File: src/rtl/arb_pkg.sv
package arb_pkg;
  typedef enum logic [1:0] {
    PARK_NONE  = 2'd0,
    PARK_LAST  = 2'd1,
    PARK_FIXED = 2'd2,
    PARK_RSVD  = 2'd3
  } park_type_e;

  typedef enum logic [1:0] {
    BK_SINGLE  = 2'd0,
    BK_DEFINED = 2'd1,
    BK_OPEN    = 2'd2,
    BK_RSVD    = 2'd3
  } burst_kind_e;
endpackage

File: src/rtl/arb_pick.sv
module arb_pick #(
  parameter int N_MST = 16,
  parameter int IDX_W = 4
) (
  input  logic [N_MST-1:0] req_i,
  input  logic [IDX_W-1:0] ptr_i,
  input  logic             fixed_i,
  output logic             any_o,
  output logic [IDX_W-1:0] win_o
);
  logic             hi_f;
  logic [IDX_W-1:0] hi_w, lo_w, fx_w;

  always_comb begin
    hi_f = 1'b0;
    hi_w = '0;
    lo_w = '0;
    fx_w = '0;
    // downward scan: last hit is the lowest index above / at-or-below ptr
    for (int i = N_MST-1; i >= 0; i--) begin
      if (req_i[i]) begin
        if (IDX_W'(i) > ptr_i) begin
          hi_f = 1'b1;
          hi_w = IDX_W'(i);
        end else begin
          lo_w = IDX_W'(i);
        end
      end
    end
    for (int i = 0; i < N_MST; i++) begin
      if (req_i[i]) fx_w = IDX_W'(i);
    end
  end

  assign any_o = |req_i;
  assign win_o = fixed_i ? fx_w : (hi_f ? hi_w : lo_w);
endmodule

File: src/rtl/arb_rearb.sv
module arb_rearb
  import arb_pkg::*;
#(
  parameter int N_MST = 16,
  parameter int IDX_W = 4,
  parameter int LEN_W = 4,
  parameter int CNT_W = 8
) (
  input  logic               clk_i,
  input  logic               rst_ni,
  input  logic               own_vld_i,
  input  logic [IDX_W-1:0]   own_idx_i,
  input  logic [N_MST-1:0]   req_i,
  input  logic [2*N_MST-1:0] kind_i,
  input  logic [N_MST*LEN_W-1:0] len_i,
  input  logic [N_MST-1:0]   last_i,
  input  logic [CNT_W-1:0]   slot_lim_i,
  output logic               arb_pt_o
);
  logic [1:0]       kind_a [N_MST];
  logic [LEN_W-1:0] len_a  [N_MST];

  for (genvar g = 0; g < N_MST; g++) begin : g_split
    assign kind_a[g] = kind_i[2*g +: 2];
    assign len_a[g]  = len_i[LEN_W*g +: LEN_W];
  end

  logic [LEN_W-1:0] beat_q;
  logic [CNT_W-1:0] slot_q;
  logic             own_act, beat_end, slot_hit;
  burst_kind_e      kind;

  assign own_act  = own_vld_i && req_i[own_idx_i];
  assign kind     = burst_kind_e'(kind_a[own_idx_i]);
  assign beat_end = ({1'b0, beat_q} + (LEN_W+1)'(1)) >= {1'b0, len_a[own_idx_i]};
  assign slot_hit = (slot_lim_i != '0) &&
                    (({1'b0, slot_q} + (CNT_W+1)'(1)) >= {1'b0, slot_lim_i});

  always_comb begin
    unique case (kind)
      BK_DEFINED: arb_pt_o = beat_end;
      BK_OPEN:    arb_pt_o = last_i[own_idx_i];
      default:    arb_pt_o = 1'b1;
    endcase
    if (!own_act || slot_hit) arb_pt_o = 1'b1;
  end

  always_ff @(posedge clk_i or negedge rst_ni) begin
    if (!rst_ni) begin
      beat_q <= '0;
      slot_q <= '0;
    end else if (arb_pt_o) begin
      beat_q <= '0;
      slot_q <= '0;
    end else if (own_act) begin
      if (!(&beat_q)) beat_q <= beat_q + LEN_W'(1);
      if (!(&slot_q)) slot_q <= slot_q + CNT_W'(1);
    end
  end

  // slot budget always forces a break
  assert_slot_break_R7: assert property (@(posedge clk_i) disable iff (!rst_ni)
    (own_act && slot_lim_i != '0 && $stable(slot_lim_i) && !$past(arb_pt_o) &&
     slot_q == slot_lim_i - CNT_W'(1)) |-> arb_pt_o);
endmodule

File: src/rtl/slave_arbiter.sv
module slave_arbiter
  import arb_pkg::*;
#(
  parameter int N_MST = 16,
  parameter int LEN_W = 4,
  parameter int CNT_W = 8,
  localparam int IDX_W = (N_MST > 1) ? $clog2(N_MST) : 1
) (
  input  logic                   clk_i,
  input  logic                   rst_ni,
  input  logic [N_MST-1:0]       req_i,
  input  logic [2*N_MST-1:0]     burst_kind_i,
  input  logic [N_MST*LEN_W-1:0] burst_len_i,
  input  logic [N_MST-1:0]       last_beat_i,
  input  logic                   prio_mode_i,
  input  logic [1:0]             park_type_i,
  input  logic [IDX_W-1:0]       park_idx_i,
  input  logic [CNT_W-1:0]       slot_lim_i,
  output logic [N_MST-1:0]       gnt_o,
  output logic [IDX_W-1:0]       owner_o,
  output logic                   owner_vld_o
);
  logic             own_vld_q, seen_q, arb_pt, any_req, park_ok;
  logic [IDX_W-1:0] own_idx_q, ptr_q, win;

  arb_pick #(.N_MST(N_MST), .IDX_W(IDX_W)) u_pick (
    .req_i   (req_i),
    .ptr_i   (ptr_q),
    .fixed_i (prio_mode_i),
    .any_o   (any_req),
    .win_o   (win)
  );

  arb_rearb #(.N_MST(N_MST), .IDX_W(IDX_W), .LEN_W(LEN_W), .CNT_W(CNT_W)) u_rearb (
    .clk_i      (clk_i),
    .rst_ni     (rst_ni),
    .own_vld_i  (own_vld_q),
    .own_idx_i  (own_idx_q),
    .req_i      (req_i),
    .kind_i     (burst_kind_i),
    .len_i      (burst_len_i),
    .last_i     (last_beat_i),
    .slot_lim_i (slot_lim_i),
    .arb_pt_o   (arb_pt)
  );

  if (N_MST == (1 << IDX_W)) begin : g_park_full
    assign park_ok = 1'b1;
  end else begin : g_park_chk
    assign park_ok = park_idx_i < IDX_W'(N_MST);
  end

  always_ff @(posedge clk_i or negedge rst_ni) begin
    if (!rst_ni) begin
      own_vld_q <= 1'b0;
      own_idx_q <= '0;
      ptr_q     <= IDX_W'(N_MST-1);
      seen_q    <= 1'b0;
    end else if (arb_pt) begin
      if (any_req) begin
        own_vld_q <= 1'b1;
        own_idx_q <= win;
        ptr_q     <= win;
        seen_q    <= 1'b1;
      end else begin
        unique case (park_type_e'(park_type_i))
          PARK_LAST: begin
            own_vld_q <= seen_q;
            own_idx_q <= ptr_q;
          end
          PARK_FIXED: begin
            own_vld_q <= park_ok;
            own_idx_q <= park_idx_i;
          end
          default: own_vld_q <= 1'b0;
        endcase
      end
    end
  end

  for (genvar g = 0; g < N_MST; g++) begin : g_gnt
    assign gnt_o[g] = own_vld_q && (own_idx_q == IDX_W'(g));
  end
  assign owner_o     = own_idx_q;
  assign owner_vld_o = own_vld_q;

  assert_unpark_R8: assert property (@(posedge clk_i) disable iff (!rst_ni)
    (arb_pt && !any_req && (park_type_i == PARK_NONE || park_type_i == PARK_RSVD))
    |=> !owner_vld_o);

  assert_park_fixed_R10: assert property (@(posedge clk_i) disable iff (!rst_ni)
    (arb_pt && !any_req && park_type_i == PARK_FIXED && park_ok)
    |=> owner_vld_o && owner_o == $past(park_idx_i));

  assert_hold_R11: assert property (@(posedge clk_i) disable iff (!rst_ni)
    !arb_pt |=> $stable(owner_o) && $stable(owner_vld_o));

  assert_take_win_R11: assert property (@(posedge clk_i) disable iff (!rst_ni)
    (arb_pt && any_req) |=> owner_vld_o && owner_o == $past(win));

  assert_gnt_shape_R11: assert property (@(posedge clk_i) disable iff (!rst_ni)
    $onehot0(gnt_o) && (owner_vld_o == (gnt_o != '0)));
endmodule

File: config.mk
export PLATFORM = sky130hd
export DESIGN_NAME = slave_arbiter
export DESIGN_NICKNAME = d
export VERILOG_FILES = /design/src/rtl/arb_pkg.sv /design/src/rtl/arb_pick.sv /design/src/rtl/arb_rearb.sv /design/src/rtl/slave_arbiter.sv
export SDC_FILE = /design/constraint.sdc
export NUM_CORES = 1
export LEC_CHECK = 0
export CAP_MARGIN = 20
export CORE_MARGIN = 10
export CORE_UTILIZATION = 43
export DETAILED_ROUTE_END_ITERATION = 7
export PLACE_DENSITY = 0.83
export SLEW_MARGIN = 10
export SYNTH_ARGS = -nofsm -noshare
export SYNTH_HDL_FRONTEND = slang
export SYNTH_SLANG_ARGS = --single-unit
File: constraint.sdc
create_clock -name clk_i -period 5.1 [get_ports clk_i]
set_input_delay 1.02 -clock clk_i [delete_from_list [all_inputs] [get_ports clk_i]]
set_output_delay 1.02 -clock clk_i [all_outputs]
set_load 0.005 [all_outputs]
==> results.py, run 1 <==
metrics = {
    "sta": {
        "fin_crit_ns": 4.16,
        "fin_tns_setup_ns": 0,
        "rsz0062_at_grt": "false",
        "worst_pin_slew_ns": 0.952,
        "slew_headroom": 0.364,
        "clock.fmax_mhz": 240,
        "skew_ns": 0.00927,
        "layout_worst_path_cycle_share": 0.815,
        "slew_violations": 0,
        "hold-worst-slack_ns": 0.489,
        "setup_viol": 0,
        "hold_violations": 0,
    },
    "setup_path": {
        "critPathRequiredTime_ns": 5.29,
        "endpoint_kind": "flip-flop",
        "critPathLaunchType": "input port",
        "ff2ff_path_depth": 11,
        "cp_max_fo": 12,
        "criticalPathCategory": "input port to flip-flop",
        "critPathArrivalTime_ns": 4.35,
        "reg2reg_slack_ns": 1.26,
    },
    "cts": {
        "cts_hold_buf": 0,
        "cts_sinks": 22,
        "cts_tree": "yes",
        "postCtsSetupRepairBufs": 0,
        "ctsResizeCount": 0,
        "cts_buffers": 3,
        "clk_pin_slew_ns": 0.08,
        "htreeDepth": 1,
        "root_buffer": "clkbuf_8",
        "max-clock-path-buffers": 2,
        "clk_latency_ns": 0.26,
    },
    "die": {
        "dieArea_um2": 12200,
        "start_util": 0.450,
        "die_w_um": 111,
        "placementRows": 32,
        "core_um2": 7850,
        "io_pins": 166,
        "dieHeight_um": 111,
    },
    "synth": {
        "synth_edf_count": 0,
        "synthAdderAreaFrac": 0.0638,
        "ys_async_sr_fraction": 1.00,
        "synth-seq-cells": 22,
        "synthXorXnorAreaFrac": 0.0248,
        "synth_flop_cell": "dfrtp_1",
        "synth_top_family_by_area": "multiplexers",
        "synth_simple_gate_area_frac": 0.179,
        "yosys.cell_types.count": 68,
        "synth_compound_area_frac": 0.236,
        "yosys_warnings": 0,
        "synth.mux.area_fraction": 0.266,
        "ys_seq_area_frac": 0.157,
        "syn_inst": 401,
        "synthesis.nets": 564,
        "avgSynthCellArea_um2": 8.80,
        "syn_area_um2": 3530,
    },
    "global_routing": {
        "grt_pass1_vias": 4021,
        "antenna_found_initial": 0,
        "grt_pass1_wl_um": 21700,
        "grt_max_degree": 36,
        "grt_overflow_total": 0,
        "track_usage": 0.211,
    },
    "placed_design": {
        "post-place-cells": 636,
        "place_area_um2": 5180,
        "dpl.hpwl_um": 11700,
        "gp_congestion": 0.969,
        "portBuffers": 165,
    },
    "finish": {
        "nets": 703,
        "layout_commonest_cell": "clkdlybuf4s50_1",
        "most-common-layout-cells": "clkdlybuf4s50_1 (165), nor2_1 (40), mux4_2 (38)",
        "layoutNonFillerInstCount": 641,
        "n_antenna_cell": 0,
        "final_area_um2": 5280,
        "drive_above_1_share": 0.111,
        "syn2layout_area_growth_pct": 49.8,
    },
    "power_and_ir_drop": {
        "intPower_mw": 1.16,
        "seqPwrFrac": 0.195,
        "ir_worst_vdd_mv": 0.186,
        "p_sw_mw": 0.923,
        "p_per_area_nw_per_um2": 394,
        "p_leak_nw": 2.09,
        "p_sw_frac": 0.443,
        "pwr-share-clk": 0.077,
        "pwr-share-comb": 0.728,
    },
    "detailed_routing": {
        "drt_iter0_markers": 458,
        "final_antenna_net_count": 0,
        "drt-vias-per-instance": 6.31,
        "wl_per_cell_um": 22.0,
        "first_pass_iters": 5,
        "vias": 4042,
        "drc": 0,
        "wl_um": 14100,
    },
    "outcome": {
        "outcome": "finished clean",
    },
    "flow_run": {
        "cap_violations": 0,
    },
    "worst_hold_path": {
        "holdCritPathClass": "flip-flop to flip-flop",
        "holdPathStages": 1,
    },
}
==> layer usage <==
| metal | global-route usage | routed length [µm] | vias to the layer above |
|---|---|---|---|
| met5 | 0 | 0 | - |
| met4 | 0.0328 | 213 | 0 |
| met3 | 0.0351 | 1070 | 20 |
| met2 | 0.388 | 7530 | 245 |
| met1 | 0.252 | 5290 | 1951 |
| li1 | - | - | 1826 |
==> state kept, by name, indices dropped and copies added, names as in the netlist <==
| register | flops |
|---|---|
| u_rearb.slot_q | 8 |
| u_rearb.beat_q | 4 |
| owner_o | 4 |
| owner_vld_o | 1 |
| ptr_q | 4 |
| seen_q | 1 |
==> Yosys cell counts (3+ instances only) <==
master    number  area (µm²)
a22o_1         3        26.3
buf_1          8        30.0
nand4_1        3        18.8
o21ai_0       23         115
dfstp_2        4         105
a31oi_1        5        31.3
o22a_1         5        43.8
xor2_1         3        26.3
ha_1          18         225
nand2b_1       8        50.1
inv_1         27         101
a32oi_1        4        35.0
nor3_1        12        60.1
nand3_1       13        65.1
nor4_1         5        31.3
clkbuf_1      19        71.3
nor2_1        40         150
xnor2_1        7        61.3
nand2_1       19        71.3
mux4_2        38         856
nor2b_1        5        31.3
mux2_2         3        33.8
a21boi_0       4        30.0
o21a_1         7        52.6
o31ai_1        3        22.5
and3_1         5        31.3
dfrtp_1       18         450
nand3b_1       3        22.5
a21oi_1       22         110
o211ai_1       4        30.0
mux2i_1        5        50.1
a22oi_1        4        30.0
buf_2          4        20.0
and2_1         3        18.8
a21o_1         3        22.5
a311oi_1       3        26.3
==> area by class of cell <==
class                           instances  area (µm²)
Multi-Input combinational cell        317        2720
Timing Repair Buffer                  168        1710
Sequential cell                        22         557
Inverter                               28         105
Clock buffer                            3        41.3
Tap cell                              102         128
Clock inverter                          1        30.0
Fill cell                             641        2560
==> logic make-up (layout without fill, tap and decap cells) <==
logic type                 Yosys count  after routing
and+or+nand+nor                    126            126
AOI/OAI and AO/OA                  117            117
buffers and inverters               62            200
DFF                                 22             22
xor gates and xnor gates            10             10
adders and majority gates           18             18
muxes                               46             46
==> final timing paths <==
check                                start         end
max                        burst_len_i[56]    ptr_q[2]
min                                 seen_q      seen_q
max reg2reg                     owner_o[0]    ptr_q[2]
min reg2reg                         seen_q      seen_q
max in group asynchronous           rst_ni  owner_o[0]
min in group asynchronous           rst_ni      seen_q
==> critical path, stage by stage <==
cell             delay, ns
clkdlybuf4s50_1       0.41
mux4_2                0.48
mux4_2                0.50
ha_1                  0.30
nand2b_1              0.15
nand3_1               0.08
a21boi_0              0.08
o21ai_0               0.15
or4b_4                0.57
nand2_1               0.22
mux2_2                0.36
==> through the flow <==
| stage | setup slack, ns | util | power, mW |
|---|---|---|---|
| finish | 0.942 | 0.673 | 2.08 |
| global route | 0.833 | 0.673 | 2.23 |
| CTS | 0.933 | 0.670 | 2.05 |
| detailed placement | 0.695 | 0.661 | 1.88 |
| global placement | 0.808 | 0.661 | 1.85 |
| floorplan | 1.26 | - | 1.43 |
==> power by group through the flow <==
stage                     registers (mW)  clock network [mW]  logic, mW
after global routing               0.415               0.170       1.64
final                              0.405               0.161       1.52
after floorplan                    0.266                   0       1.16
after detailed placement           0.425                   0       1.46
after global placement             0.425                   0       1.43
after CTS                          0.423               0.162       1.46
Note: power is estimated with default switching activity, not from simulation.
==> run 2, diff against run 1 <==
CORE_UTILIZATION = 39   (was 43)
PLACE_DENSITY = 0.8   (was 0.83)
clock period = 3.8 ns   (was 5.1 ns; I/O delays follow)
==> run 2 against run 1 <==
Against the previous run:
- via count up 1.1%
- final area is 2.9% higher
- sequential cell count unchanged
- worst hold slack got worse by 0.010 ns
- sequential share of layout area down 0.25 points
- die area grew 8.4%
- worst setup slack got worse by 0.84 ns
- total power grew 45%
- clock power increased by 35%
- clock skew down 0.0016 ns
- critical path depth is the same
- clock-buffer cell count did not move
==> results.py, run 2 (same netlist as run 1, synthesis figures left out) <==
metrics = {
    "setup_path": {
        "reg2reg_to": "ptr_q[1]",
        "crit_slowest_cell": "or4b_4",
        "criticalPathCategory": "input port to flip-flop",
        "setup.worst_path.start": "burst_len_i[56]",
        "critPathRequiredTime_ns": 4.00,
        "critPathCapture": "ptr_q[1]",
        "cpMostUsedCell": "mux4_2",
        "cp_max_fo": 6,
        "r2r-start": "owner_o[0]",
        "cpPeakStageDelay_ns": 0.54,
        "critPathLaunchType": "input port",
        "ff2ff_path_depth": 11,
        "endpoint_kind": "flip-flop",
        "reg2reg_slack_ns": 0.32,
        "path_cells": "clkdlybuf4s50_1 -> mux4_2 -> mux4_2 -> ha_1 -> nand2b_1 -> nand3_1 -> a21boi_0 -> o21ai_1 -> or4b_4 -> nand2_4 -> mux2_2",
        "critPathArrivalTime_ns": 3.89,
    },
    "sta": {
        "fin_crit_ns": 3.70,
        "rsz0062_at_grt": "true",
        "layout_worst_path_cycle_share": 0.972,
        "setup_viol": 0,
        "hold-worst-slack_ns": 0.478,
        "slew_headroom": 0.565,
        "skew_ns": 0.00764,
        "clock.fmax_mhz": 271,
        "hold_violations": 0,
        "slew_violations": 0,
        "worst_pin_slew_ns": 0.646,
    },
    "die": {
        "dieHeight_um": 115,
        "dieArea_um2": 13300,
        "io_pins": 166,
        "placementRows": 34,
        "core_um2": 8760,
        "start_util": 0.403,
        "die_w_um": 115,
    },
    "detailed_routing": {
        "vias": 4088,
        "wl_um": 14900,
        "drt-vias-per-instance": 6.13,
        "wl_per_cell_um": 22.3,
        "final_antenna_net_count": 0,
        "drt_iter0_markers": 422,
        "highest_layer": "met4",
        "wl_met2_um": 7700,
        "drc": 0,
        "first_pass_iters": 7,
        "wl_met1_um": 5700,
        "routed-wl-met3_um": 1130,
    },
    "power_and_ir_drop": {
        "p_per_area_nw_per_um2": 554,
        "ir_worst_vdd_mv": 0.271,
        "p_leak_nw": 2.18,
    },
    "placed_design": {
        "portBuffers": 165,
        "place_area_um2": 5260,
        "gp_congestion": 0.971,
        "post-place-cells": 651,
        "dpl.hpwl_um": 12000,
    },
    "cts": {
        "cts_hold_buf": 0,
        "cts_sinks": 22,
        "clk_pin_slew_ns": 0.08,
        "max-clock-path-buffers": 2,
        "cts_tree": "yes",
        "clk_latency_ns": 0.26,
        "cts_buffers": 3,
        "htreeDepth": 1,
        "root_buffer": "clkbuf_8",
    },
    "finish": {
        "nets": 723,
        "n_antenna_cell": 0,
        "layoutNonFillerInstCount": 667,
        "drive_above_1_share": 0.145,
        "layout_commonest_cell": "clkdlybuf4s50_1",
        "final_area_um2": 5440,
        "top_register": "u_rearb.slot_q",
        "multi_input_area_um2": 2720,
        "largest_reg_flops": 8,
        "syn2layout_area_growth_pct": 54.1,
        "fill_cells": 737,
        "utilization": 0.621,
        "most-common-layout-cells": "clkdlybuf4s50_1 (165), nor2_1 (40), mux4_2 (38)",
        "regArea_um2": 559,
    },
    "global_routing": {
        "grt_overflow_total": 0,
        "grt_pass1_wl_um": 22100,
        "grt_max_degree": 42,
        "track_usage": 0.205,
        "grt_pass1_vias": 4083,
        "antenna_found_initial": 0,
    },
    "flow_run": {
        "cap_violations": 0,
    },
    "worst_hold_path": {
        "holdPathStages": 1,
        "hp-start": "seen_q",
        "holdCritPathClass": "flip-flop to flip-flop",
    },
    "outcome": {
        "outcome": "finished clean",
    },
}
-- run 2: changes by cell type in the layout (fill, tap and decap cells not counted), sizes merged --
cell,delta
buf,+20
-- run 2: worst min path at each step --
| stage | slack [ns] | end |
|---|---|---|
| final | 0.48 | seen_q |
| after global routing | 0.50 | seen_q |
| after CTS | 0.49 | seen_q |
| after detailed placement | 0.46 | seen_q |
| after global placement | 0.46 | seen_q |
| after floorplan | 0.44 | seen_q |
-- run 2: area by class of cell --
cell class / instances / area share
multi-input cells: 317 / 0.501
repair buffers: 188 / 0.339
flip-flops and latches: 22 / 0.103
well taps: 108 / 0.0248
inverters: 28 / 0.0193
clock buffers: 3 / 0.00759
clock inverters: 1 / 0.00552
-- run 2: metrics by stage --
stage / setup TNS (ns) / power [mW] / setup slack (ns)
final: 0 / 3.01 / 0.105
after detailed placement: -1.62 / 2.65 / -0.220
after CTS: 0 / 2.88 / 0.0161
after global routing: -0.00334 / 3.23 / -0.00334
after floorplan: 0 / 1.92 / 0.155
after global placement: -0.612 / 2.60 / -0.140
-- run 2: what timing repair did --
item                       CTS  global route
buffers inserted             0            11
setup endpoints to repair    0            16
resized for setup            0             4
-- run 2: metal layers --
layer / vias up / track usage
li1: 1867 / -
met1: 1998 / 0.260
met2: 199 / 0.354
met3: 24 / 0.0417
met4: 0 / 0.0380
met5: - / 0
-- run 2: where the power goes --
group | internal [mW] | switching [mW] | leakage (nW)
Combinational | 1.26 | 1.01 | 1.88
Sequential | 0.314 | 0.216 | 0.268
Clock | 0.141 | 0.0767 | 0.0357
Total | 1.71 | 1.30 | 2.18
-- run 2: worst max-delay path, delay by kind of cell --
kind,cells,cell delay [ns]
muxes,3,1.31
and+or+nand+nor,4,0.87
buffers and inverters,1,0.45
adders and majority gates,1,0.28
AOI/OAI and AO/OA,2,0.22
==> run 3, diff against run 2 <==
GPL_ROUTABILITY_DRIVEN = 1   (was default)
REMOVE_ABC_BUFFERS = 1   (was default)
==> run 3 against run 2 <==
Against the previous run:
- clock-buffer cell count stayed put
- sequential share of layout area rose by 0.21 points
- total power down 6.3%
- sequential power increased by 7.4%
- die area did not move
- sequential cell count unchanged
- clock power barely moved
- combinational power fell by 11%
- first-iteration DRC count is 30% lower
- maximum frequency increased by 1.1%
- critical path type unchanged
- largest cell class unchanged
- highest routed layer unchanged
==> results.py, run 3 (same netlist as run 1, synthesis figures left out) <==
metrics = {
    "detailed_routing": {
        "first_pass_iters": 5,
        "drt-vias-per-instance": 6.04,
        "wl_um": 13400,
        "drc": 0,
        "drt_iter0_markers": 295,
        "vias": 3971,
        "final_antenna_net_count": 0,
        "wl_per_cell_um": 20.5,
    },
    "cts": {
        "cts_sinks": 22,
        "cts_buffers": 3,
        "cts_tree": "yes",
        "postCtsSetupRepairBufs": 0,
        "clk_pin_slew_ns": 0.08,
        "htreeDepth": 1,
        "clk_latency_ns": 0.26,
        "root_buffer": "clkbuf_8",
        "max-clock-path-buffers": 2,
        "cts_hold_buf": 0,
    },
    "sta": {
        "worst_pin_slew_ns": 0.960,
        "rsz0062_at_grt": "false",
        "fin_tns_setup_ns": 0,
        "slew_violations": 0,
        "setup_viol": 0,
        "hold_violations": 0,
        "fin_crit_ns": 3.66,
        "clock.fmax_mhz": 273,
        "skew_ns": 0.00240,
        "layout_worst_path_cycle_share": 0.962,
        "slew_headroom": 0.358,
    },
    "setup_path": {
        "crit_family": "multiplexers",
        "crit_buf_inv": 1,
        "cpPeakStageDelay_ns": 0.52,
        "critPathRequiredTime_ns": 4.00,
        "cp_max_fo": 6,
        "critPathLaunchType": "input port",
        "criticalPathCategory": "input port to flip-flop",
        "reg2reg_to": "ptr_q[2]",
        "r2r-start": "owner_o[0]",
        "ff2ff_path_depth": 9,
        "critPathCapture": "ptr_q[2]",
        "path_cells": "clkdlybuf4s50_1 -> mux4_2 -> mux4_2 -> ha_1 -> nand2b_1 -> nand3_1 -> a21boi_0 -> o21ai_0 -> or4b_4 -> nand2_2 -> mux2_2",
        "critPathArrivalTime_ns": 3.86,
        "endpoint_kind": "flip-flop",
        "crit_slowest_cell": "or4b_4",
        "reg2reg_slack_ns": 0.25,
        "setup.worst_path.start": "burst_len_i[12]",
        "cpMostUsedCell": "mux4_2",
        "path_depth": 11,
    },
    "placed_design": {
        "portBuffers": 165,
        "dpl.hpwl_um": 11400,
        "place_area_um2": 5260,
        "gp_congestion": 0.925,
    },
    "finish": {
        "layout_commonest_cell": "clkdlybuf4s50_1",
        "drive_above_1_share": 0.131,
        "most-common-layout-cells": "clkdlybuf4s50_1 (165), nor2_1 (40), mux4_2 (38)",
        "syn2layout_area_growth_pct": 51.3,
        "largest_reg_flops": 8,
        "nets": 713,
        "top_register": "u_rearb.slot_q",
        "final_area_um2": 5340,
        "n_antenna_cell": 0,
    },
    "die": {
        "io_pins": 166,
        "core_um2": 8760,
        "dieHeight_um": 115,
        "start_util": 0.403,
        "dieArea_um2": 13300,
        "die_w_um": 115,
        "placementRows": 34,
    },
    "global_routing": {
        "grt_overflow_total": 0,
        "antenna_found_initial": 0,
        "grt_max_degree": 26,
        "track_usage": 0.189,
        "grt_pass1_wl_um": 20600,
        "grt_pass1_vias": 4017,
    },
    "power_and_ir_drop": {
        "pwr-share-clk": 0.078,
        "intPower_mw": 1.61,
        "seqPwrFrac": 0.201,
        "ir_worst_vdd_mv": 0.277,
        "p_sw_frac": 0.430,
        "pwr-share-comb": 0.721,
        "p_leak_nw": 2.13,
        "p_sw_mw": 1.21,
        "p_per_area_nw_per_um2": 529,
        "power_mw": 2.82,
    },
    "flow_run": {
        "cap_violations": 0,
    },
    "worst_hold_path": {
        "holdPathStages": 1,
        "holdCritPathClass": "flip-flop to flip-flop",
    },
    "outcome": {
        "outcome": "finished clean",
    },
}
==> run 3: worst min-delay path by stage <==
stage / to / slack, ns / start
2_1_floorplan: seen_q / 0.44 / seen_q
3_3_place_gp: seen_q / 0.45 / seen_q
3_5_place_dp: seen_q / 0.46 / seen_q
4_1_cts: seen_q / 0.48 / seen_q
5_1_grt: seen_q / 0.52 / seen_q
6_report: seen_q / 0.48 / seen_q
==> run 3: power groups by stage <==
stage / Sequential (mW) / Clock (mW) / Combinational, mW
floorplan: 0.571 / 0 / 1.25
global placement: 0.568 / 0 / 1.99
detailed placement: 0.569 / 0 / 2.03
CTS: 0.565 / 0.223 / 2.03
global route: 0.598 / 0.230 / 2.23
finish: 0.569 / 0.220 / 2.03
==> run 3: stage by stage <==
stage	instances	util	hold slack [ns]	worst slack (ns)
after floorplan	367	-	0.435	-0.528
after global placement	653	0.601	0.455	-0.141
after detailed placement	653	0.601	0.456	-0.182
after CTS	657	0.609	0.480	0.0711
after global routing	657	0.609	0.515	0.00732
final	657	0.609	0.476	0.143
==> run 3: final cells by class <==
type | count | area [µm²]
Clock buffer | 3 | 41.3
Clock inverter | 1 | 30.0
Fill cell | 758 | 3420
Inverter | 28 | 105
Multi-Input combinational cell | 317 | 2720
Sequential cell | 22 | 561
Tap cell | 108 | 135
Timing Repair Buffer | 178 | 1750
==> run 3: repair_timing <==
item	CTS	global route
endpoints found under the setup margin	0	5
gates resized for setup	0	2
endpoints found under the hold margin	0	0
==> run 3: layer usage <==
metal	vias up	GRT usage	part of all wire
li1	1848	-	-
met1	1922	0.226	0.39
met2	183	0.333	0.52
met3	18	0.0526	0.086
met4	0	0.0297	0.0092
met5	-	0	0
